[src/rtl/hbb_pkg.sv]
package hbb_pkg;
    typedef enum logic [2:0] {
        ST_IDLE,
        ST_CAPTURE,
        ST_INTERNAL,
        ST_USTART,
        ST_UWAIT,
        ST_ACK
    } hbb_state_e;
endpackage

[src/rtl/hbb_sync.sv]
module hbb_sync #(
    parameter int   STAGES  = 2,
    parameter logic RST_VAL = 1'b1
) (
    input  logic clk,
    input  logic rst_n,
    input  logic d,
    output logic q
);
    logic [STAGES-1:0] chain;

    always_ff @(posedge clk or negedge rst_n) begin
        if (!rst_n) chain <= {STAGES{RST_VAL}};
        else        chain <= {chain[STAGES-2:0], d};
    end

    assign q = chain[STAGES-1];
endmodule

[src/rtl/hbb_timer.sv]
module hbb_timer #(
    parameter int LIMIT = 256
) (
    input  logic clk,
    input  logic rst_n,
    input  logic run,
    output logic expired
);
    localparam int CW = (LIMIT > 2) ? $clog2(LIMIT) : 1;

    logic [CW-1:0] cnt;

    always_ff @(posedge clk or negedge rst_n) begin
        if (!rst_n)        cnt <= '0;
        else if (!run)     cnt <= '0;
        else if (!expired) cnt <= cnt + 1'b1;
    end

    assign expired = (cnt == CW'(LIMIT - 1));

    // the wait counter never passes its limit
    assert_timer_range_R8: assert property (@(posedge clk) disable iff (!rst_n)
        (int'(cnt) < LIMIT));
endmodule

[src/rtl/hbb_fsm.sv]
module hbb_fsm
    import hbb_pkg::*;
#(
    parameter int ADDR_W = 5,
    parameter int DATA_W = 8,
    localparam int IDX_W = ADDR_W - 1
) (
    input  logic              clk,
    input  logic              rst_n,
    input  logic              sel,
    input  logic              tstart_n,
    input  logic              host_rd,
    input  logic [ADDR_W-1:0] host_addr,
    input  logic [DATA_W-1:0] host_din,
    input  logic              usr_end,
    input  logic [DATA_W-1:0] usr_rdata,
    input  logic [DATA_W-1:0] reg_rdata,
    input  logic              expired,
    output logic              timer_run,
    output logic              ack_n,
    output logic              burst_inh_n,
    output logic              drive_en,
    output logic [DATA_W-1:0] host_dout,
    output logic [IDX_W-1:0]  idx,
    output logic              rd_flag,
    output logic              usr_start,
    output logic              reg_wr,
    output logic              reg_rd,
    output logic [DATA_W-1:0] wdata,
    output logic              timeout_flag
);
    hbb_state_e st, st_nx;

    logic [ADDR_W-1:0] addr_q;
    logic              rd_q;
    logic [DATA_W-1:0] wd_q;
    logic [DATA_W-1:0] rdat_q;
    logic              tmo_q;
    logic              start;

    assign start = sel && !tstart_n;

    // state register
    always_ff @(posedge clk or negedge rst_n) begin
        if (!rst_n) st <= ST_IDLE;
        else        st <= st_nx;
    end

    // transitions
    always_comb begin
        st_nx = st;
        unique case (st)
            ST_IDLE:     if (start) st_nx = ST_CAPTURE;
            ST_CAPTURE:  st_nx = addr_q[ADDR_W-1] ? ST_USTART : ST_INTERNAL;
            ST_INTERNAL: st_nx = ST_ACK;
            ST_USTART,
            ST_UWAIT:    st_nx = (usr_end || expired) ? ST_ACK : ST_UWAIT;
            ST_ACK:      st_nx = ST_IDLE;
            default:     st_nx = ST_IDLE;
        endcase
    end

    // captured transfer fields
    always_ff @(posedge clk or negedge rst_n) begin
        if (!rst_n) begin
            addr_q <= '0;
            rd_q   <= 1'b0;
            wd_q   <= '0;
            rdat_q <= '0;
            tmo_q  <= 1'b0;
        end else begin
            if (st == ST_IDLE && start) begin
                addr_q <= host_addr;
                rd_q   <= host_rd;
            end
            if (st == ST_CAPTURE) wd_q <= host_din;
            if (st == ST_INTERNAL) rdat_q <= reg_rdata;
            if (st == ST_USTART || st == ST_UWAIT) begin
                if (usr_end) begin
                    rdat_q <= usr_rdata;
                end else if (expired) begin
                    rdat_q <= '1;
                    tmo_q  <= 1'b1;
                end
            end
        end
    end

    // outputs
    always_comb begin
        ack_n       = 1'b1;
        burst_inh_n = 1'b1;
        drive_en    = 1'b0;
        usr_start   = 1'b0;
        reg_wr      = 1'b0;
        reg_rd      = 1'b0;
        timer_run   = 1'b0;
        unique case (st)
            ST_INTERNAL: begin
                reg_wr = !rd_q;
                reg_rd = rd_q;
            end
            ST_USTART: begin
                usr_start = 1'b1;
                timer_run = 1'b1;
            end
            ST_UWAIT: timer_run = 1'b1;
            ST_ACK: begin
                ack_n       = 1'b0;
                burst_inh_n = 1'b0;
                drive_en    = rd_q;
            end
            default: ;
        endcase
    end

    assign host_dout    = rdat_q;
    assign idx          = addr_q[IDX_W-1:0];
    assign rd_flag      = rd_q;
    assign wdata        = wd_q;
    assign timeout_flag = tmo_q;

    assert_ack_single_R6: assert property (@(posedge clk) disable iff (!rst_n)
        !ack_n |=> ack_n);
    assert_start_pulse_R4: assert property (@(posedge clk) disable iff (!rst_n)
        usr_start |=> !usr_start);
    assert_hold_wait_R5: assert property (@(posedge clk) disable iff (!rst_n)
        (timer_run && !usr_end && !expired) |=> ack_n);
    assert_unselected_R1: assert property (@(posedge clk) disable iff (!rst_n)
        (st == ST_IDLE && !sel) |=> (st == ST_IDLE));
    assert_sticky_flag_R8: assert property (@(posedge clk) disable iff (!rst_n)
        timeout_flag |=> timeout_flag);
endmodule

[src/rtl/host_bus_bridge.sv]
module host_bus_bridge #(
    parameter int ADDR_W  = 5,
    parameter int DATA_W  = 8,
    parameter int TIMEOUT = 256,
    parameter int SYNC_N  = 2
) (
    input  logic              clk,
    input  logic              rst_n,
    input  logic              cs_lo_n,
    input  logic              cs_hi,
    input  logic              host_rd,
    input  logic              tstart_n,
    input  logic [ADDR_W-1:0] host_addr,
    input  logic [DATA_W-1:0] host_din,
    output logic [DATA_W-1:0] host_dout,
    output logic              drive_en,
    output logic              ack_n,
    output logic              burst_inh_n,
    output logic              host_irq_n,
    output logic [ADDR_W-2:0] reg_addr,
    output logic              reg_wr,
    output logic              reg_rd,
    output logic [DATA_W-1:0] reg_wdata,
    input  logic [DATA_W-1:0] reg_rdata,
    output logic [ADDR_W-2:0] usr_addr,
    output logic              usr_read,
    output logic              usr_start,
    input  logic              usr_end,
    output logic [DATA_W-1:0] usr_wdata,
    input  logic [DATA_W-1:0] usr_rdata,
    input  logic              usr_irq_n,
    output logic              irq_pending,
    output logic              timeout_flag
);
    localparam int IDX_W = ADDR_W - 1;

    logic             sel, expired, timer_run, rd_flag;
    logic [IDX_W-1:0] idx;
    logic [DATA_W-1:0] wdata;
    logic             irq_s;

    assign sel = !cs_lo_n && cs_hi;

    hbb_fsm #(.ADDR_W(ADDR_W), .DATA_W(DATA_W)) u_fsm (
        .clk(clk), .rst_n(rst_n), .sel(sel), .tstart_n(tstart_n),
        .host_rd(host_rd), .host_addr(host_addr), .host_din(host_din),
        .usr_end(usr_end), .usr_rdata(usr_rdata), .reg_rdata(reg_rdata),
        .expired(expired), .timer_run(timer_run), .ack_n(ack_n),
        .burst_inh_n(burst_inh_n), .drive_en(drive_en), .host_dout(host_dout),
        .idx(idx), .rd_flag(rd_flag), .usr_start(usr_start),
        .reg_wr(reg_wr), .reg_rd(reg_rd), .wdata(wdata),
        .timeout_flag(timeout_flag)
    );

    hbb_timer #(.LIMIT(TIMEOUT)) u_timer (
        .clk(clk), .rst_n(rst_n), .run(timer_run), .expired(expired)
    );

    hbb_sync #(.STAGES(SYNC_N), .RST_VAL(1'b1)) u_irq_sync (
        .clk(clk), .rst_n(rst_n), .d(usr_irq_n), .q(irq_s)
    );

    assign host_irq_n  = irq_s;
    assign irq_pending = !irq_s;
    assign reg_addr    = idx;
    assign usr_addr    = idx;
    assign usr_read    = rd_flag;
    assign reg_wdata   = wdata;
    assign usr_wdata   = wdata;
endmodule

[config.mk]
export PLATFORM = sky130hd
export DESIGN_NAME = host_bus_bridge
export DESIGN_NICKNAME = d
export VERILOG_FILES = /design/src/rtl/hbb_pkg.sv /design/src/rtl/hbb_sync.sv /design/src/rtl/hbb_timer.sv /design/src/rtl/hbb_fsm.sv /design/src/rtl/host_bus_bridge.sv
export SDC_FILE = /design/constraint.sdc
export NUM_CORES = 1
export LEC_CHECK = 0
export ABC_AREA = 1
export BUFFER_PORTS_ARGS = -buffer_cell sky130_fd_sc_hd__buf_2
export CAP_MARGIN = 15
export CORE_MARGIN = 2
export CORE_UTILIZATION = 51
export DETAILED_ROUTE_END_ITERATION = 10
export PLACE_DENSITY = 0.85
export SYNTH_ARGS = -nofsm -noshare
export SYNTH_HDL_FRONTEND = slang
export SYNTH_HIERARCHICAL = 1
export SYNTH_SLANG_ARGS = --single-unit
export TNS_END_PERCENT = 100
[constraint.sdc]
create_clock -name clk -period 3.07 [get_ports clk]
set_input_delay 0.307 -clock clk [delete_from_list [all_inputs] [get_ports clk]]
set_output_delay 0.307 -clock clk [all_outputs]
set_load 0.1 [all_outputs]
After elaboration in Yosys (flattened, before gate mapping)
Index checks and enable logic that the tools add are counted.
- $add $sub $neg: 1
- equality and inequality tests: 8
- muxes and demuxes: 16
- bitwise operators: 1
- reductions and logical operators: 12
- operator list (cell ; count):
    two-way mux 8 bit ; 6
    one-hot mux 3 bit (4 select lines) ; 1
    adder 8 x 1 -> 8 bit (second input constant) ; 1
    == test 8 bit (second input constant) ; 1
    two-way mux 1 bit ; 8
    == test 3 x 2 -> 1 bit (second input constant) ; 2
    == test 3 bit (second input constant) ; 2
    logical NOT 1 bit ; 4
    == test 3 x 1 -> 1 bit (second input constant) ; 1
    logical AND 1 bit ; 3
    logical NOT 3 bit ; 1
    two-way mux 3 bit ; 1
    AND reduction 3 bit ; 1
    logical OR 1 bit ; 2
    != test 2 x 1 -> 1 bit (second input constant) ; 1
    != test 2 bit (second input constant) ; 1
    OR reduction 2 bit ; 1
    NOT 1 bit ; 1
- register bits: 36
- logic and storage cells: 46

Depth between registers and ports, before layout
- depth in word-level cells: 5
- depth in mapped cells: 10

Hierarchy
The synthesis kept the hierarchy.
- modules (own cells, without submodules) (module ; instances ; cells each ; area an instance (um^2) ; seq. area each (um^2)):
    hbb_fsm ; 1 ; 144 ; 1231.2 ; 650.6
    hbb_timer ; 1 ; 62 ; 447.9 ; 200.2
    host_bus_bridge ; 1 ; 15 ; 103.8 ; 0.0
    hbb_sync ; 1 ; 2 ; 52.6 ; 52.6

Worst setup path after synthesis
No wires, ideal clock.
- kind: register -> output
- start point: register u_fsm.st[1]
- end point: output drive_en
- arrival time: 3003 ps
- required time: 2763 ps
- setup slack: -240 ps
- cell stages (with the launch flop): 4
- buffers on the path: 0
- cell sequence: dfrtp_1 inv_1 nand3_1 nor2_1
- longest elaborated chain between the ends: 2
- RTL lines (element ; line ; source):
    start: declaration ; hbb_fsm.sv:32 ; hbb_state_e st, st_nx;
    start signal: assignment ; hbb_fsm.sv:46 ; else st <= st_nx;
    == test 3 bit ; hbb_fsm.sv:98 ; unique case (st)
    two-way mux 1 bit ; hbb_fsm.sv:98 ;
    end: declaration ; host_bus_bridge.sv:16 ; output logic drive_en,
Every way passes these cells.

Final worst setup path
- start point: register u_fsm.st[2]
- end point: output reg_wr
- longest elaborated chain between the ends: 2
- RTL lines (element ; line ; source):
    == test 3 x 2 -> 1 bit ; hbb_fsm.sv:98 ;
    two-way mux 1 bit ; hbb_fsm.sv:98 ;
    end: declaration ; host_bus_bridge.sv:21 ; output logic reg_wr,
Every way passes these cells.

==> metrics.md <==
| Metric | Value |
|---|---|
| Status | `finished, final reports clean` |
| Clk sinks | `36` |
| Largest cells by area after synthesis | `dfrtp_1, nand2_1, buf_4, inv_1, nand3_1` |
| Multiplexer share of the synthesized area | `0` |
| Syn Area/Cell | `8.23 µm²` |
| Clock transition at path regs | `100 ps` |
| Post-synth EDFFs | `0` |
| Die area | `0.00409 mm²` |
| Synth cell types | `25` |
| GR Util All Layers | `0.188` |
| Startpoint types | `flop` |
| Antenna cell count | `0` |
| Max Fanout on Critical Path | `19` |
| Area growth syn-to-layout | `21.7%` |
| Maximum clock path buffer count | `2` |
| Drt wl/cell | `10.4 µm` |
| Hold Buf Count CTS | `0` |
| CTS tree | `done` |
| Post-CTS Resized | `0` |
| Synth Instances | `223` |
| H-tree levels | `2` |
| DR pass1 iterations | `4` |
| Multi-input logic area | `686 µm²` |
| Post-synthesis sequential area ratio | `0.492` |
| CP arrival | `1720 ps` |
| Fmax | `493 MHz` |
| Synthesis Warnings | `6` |
| Largest net degree at the start of global routing | `37` |
| Synth Area in Simple Gates | `0.294` |
| Post-Synth XOR/XNOR Area | `0` |
| Initial antenna violation count | `0` |
| # fillers | `291` |
| CTS buffer count | `5` |
| Die width | `64.0 µm` |
| Layout cell share with drive strength beyond 1 | `0.379` |
| Final Critical Period | `2030 ps` |
| Slew Limit Fails | `0` |
| Final Hold Viols | `0` |
| Main synth FF type | `dfrtp_1` |
| CP Class | `reg -> out` |
| Yosys reg bits | `36` |
| Fin Clk Skew | `5.82 ps` |
| Largest family of logic cells by synthesized area | `simple AND/OR/NAND/NOR gates` |
| Min-delay worst type | `in -> async` |
| Measured slew at the worst slew-check pin | `751 ps` |
| Antenna-violating nets left | `0` |
| Initial Utilization | `0.542` |
| RSZ-0062 raised after global routing | `false` |
| Site Rows | `21` |
| Final WL | `3.49 mm` |
| Synth cell count leaders | `nand2_1, dfrtp_1, inv_1` |
| Final GP Congestion | `0.775` |
| Reg area | `903 µm²` |
| Async set or reset register ratio after synthesis | `1.00` |
| # DRC | `0` |
| Grt ovf | `0` |
| Synth Area in Compound Gates | `0.0716` |
| IO buf count | `78` |
| CP required | `2760 ps` |
| Clock tree root driver cell | `clkbuf_4` |
| Core area | `0.00339 mm²` |
| Cell taking the most area after synthesis | `dfrtp_1` |
| Via count | `1569` |
| Worst-skew pair later-pin latency | `330 ps` |
| Final HPWL DP | `2.63 mm` |
| Crit share post-route | `0.660` |
| Via-to-Cell Ratio | `4.67` |
| Relative slew slack | `0.499` |
| Setup TNS | `0 ps` |
| Most instantiated library cell after synthesis | `nand2_1` |
| I/O pin cnt | `79` |
| Share of the synthesized area in the top cell type | `0.464` |
| Syn_nets | `261` |
| Die height | `64.0 µm` |
| Final setup vio count | `0` |
| Post-Synth Adder-Cell Area | `0.00682` |
| First-pass GRT wire length | `5.84 mm` |
| Post-layout net count | `327` |
| Max_cap viols | `0` |
| Vias in the first global route | `1390` |
| Setup crit end kind | `output port` |
| First-iteration detailed-routing DRC count | `60` |
| Mapped cell area | `0.00184 mm²` |
| Post-CTS setup buffer count | `0` |
[area by class of cell]
| cell class | count | share of cell area |
|---|---|---|
| clock inverter | 1 | 0.0134 |
| tap | 46 | 0.0258 |
| timing repair buffer | 78 | 0.175 |
| inverter | 27 | 0.0454 |
| multi-input combinational | 141 | 0.307 |
| sequential | 36 | 0.404 |
| clock buffer | 7 | 0.0291 |
[routing by layer]
layer / global-route usage / wire length (µm) / vias to the layer above
met5: 0 / 0 / -
met4: 0.0897 / 68 / 0
met3: 0.0581 / 254 / 4
met2: 0.309 / 1700 / 58
met1: 0.224 / 1470 / 695
li1: - / - / 812
[cells by family (layout without fill, tap and decap cells)]
family	count (synthesis)	count (layout)
adders and majority gates	1	1
DFF	36	36
AOI/OAI and AO/OA	25	25
and+or+nand+nor	115	115
buffers and inverters	46	113
[path summary, 6_finish.rpt]
| check | slack, ps | depth (start not counted) | from | end |
|---|---|---|---|---|
| min reg2reg | 360 | 0 | u_irq_sync/chain[0] | u_irq_sync/chain[1] |
| min | 30 | 1 | rst_n | u_fsm/timeout_flag |
| min in group clk | 70 | 1 | usr_irq_n | u_irq_sync/chain[0] |
| max in group asynchronous | 2560 | 1 | rst_n | u_fsm/host_dout[3] |
| max reg2reg | 1370 | 10 | u_timer/cnt[0] | u_fsm/st[0] |
| max | 1040 | 4 | u_fsm/st[2] | reg_wr |
[state kept, by name (all words and copies together), names as in the netlist]
name,flops
u_fsm/st,3
u_timer/cnt,8
u_irq_sync/chain,2
u_fsm/timeout_flag,1
u_fsm/host_dout,8
u_fsm/addr_q,5
u_fsm/rd_flag,1
u_fsm/wdata,8
[per-stage QoR]
step	area, µm²	hold slack (ps)	setup slack, ps	std cells	utilization
2_1_floorplan	1840	11.4	205	223	-
3_3_place_gp	2140	347	1430	328	0.631
3_5_place_dp	2140	349	1360	328	0.631
4_1_cts	2230	40.7	1020	336	0.659
5_1_grt	2230	18.3	879	336	0.659
6_report	2230	32.9	1040	336	0.659
[cells in the final DEF (no fill, tap or decap), drive strengths merged, types with 2 or more instances in the layout]
cell    instances
or2             2
o21ai          12
buf            78
inv            27
nand2          70
dfstp           2
nor2           23
clkbuf          7
a21oi          11
nand3          18
dfrtp          34
[critical path, stage by stage, from the launching register on]
cell	delay, ps
dfrtp_1	480
inv_2	140
nand3_4	190
nor2_1	140
buf_2	430
Power is not shown: default switching activity piles up to over one toggle a cycle in this logic, so the estimate is an artifact.
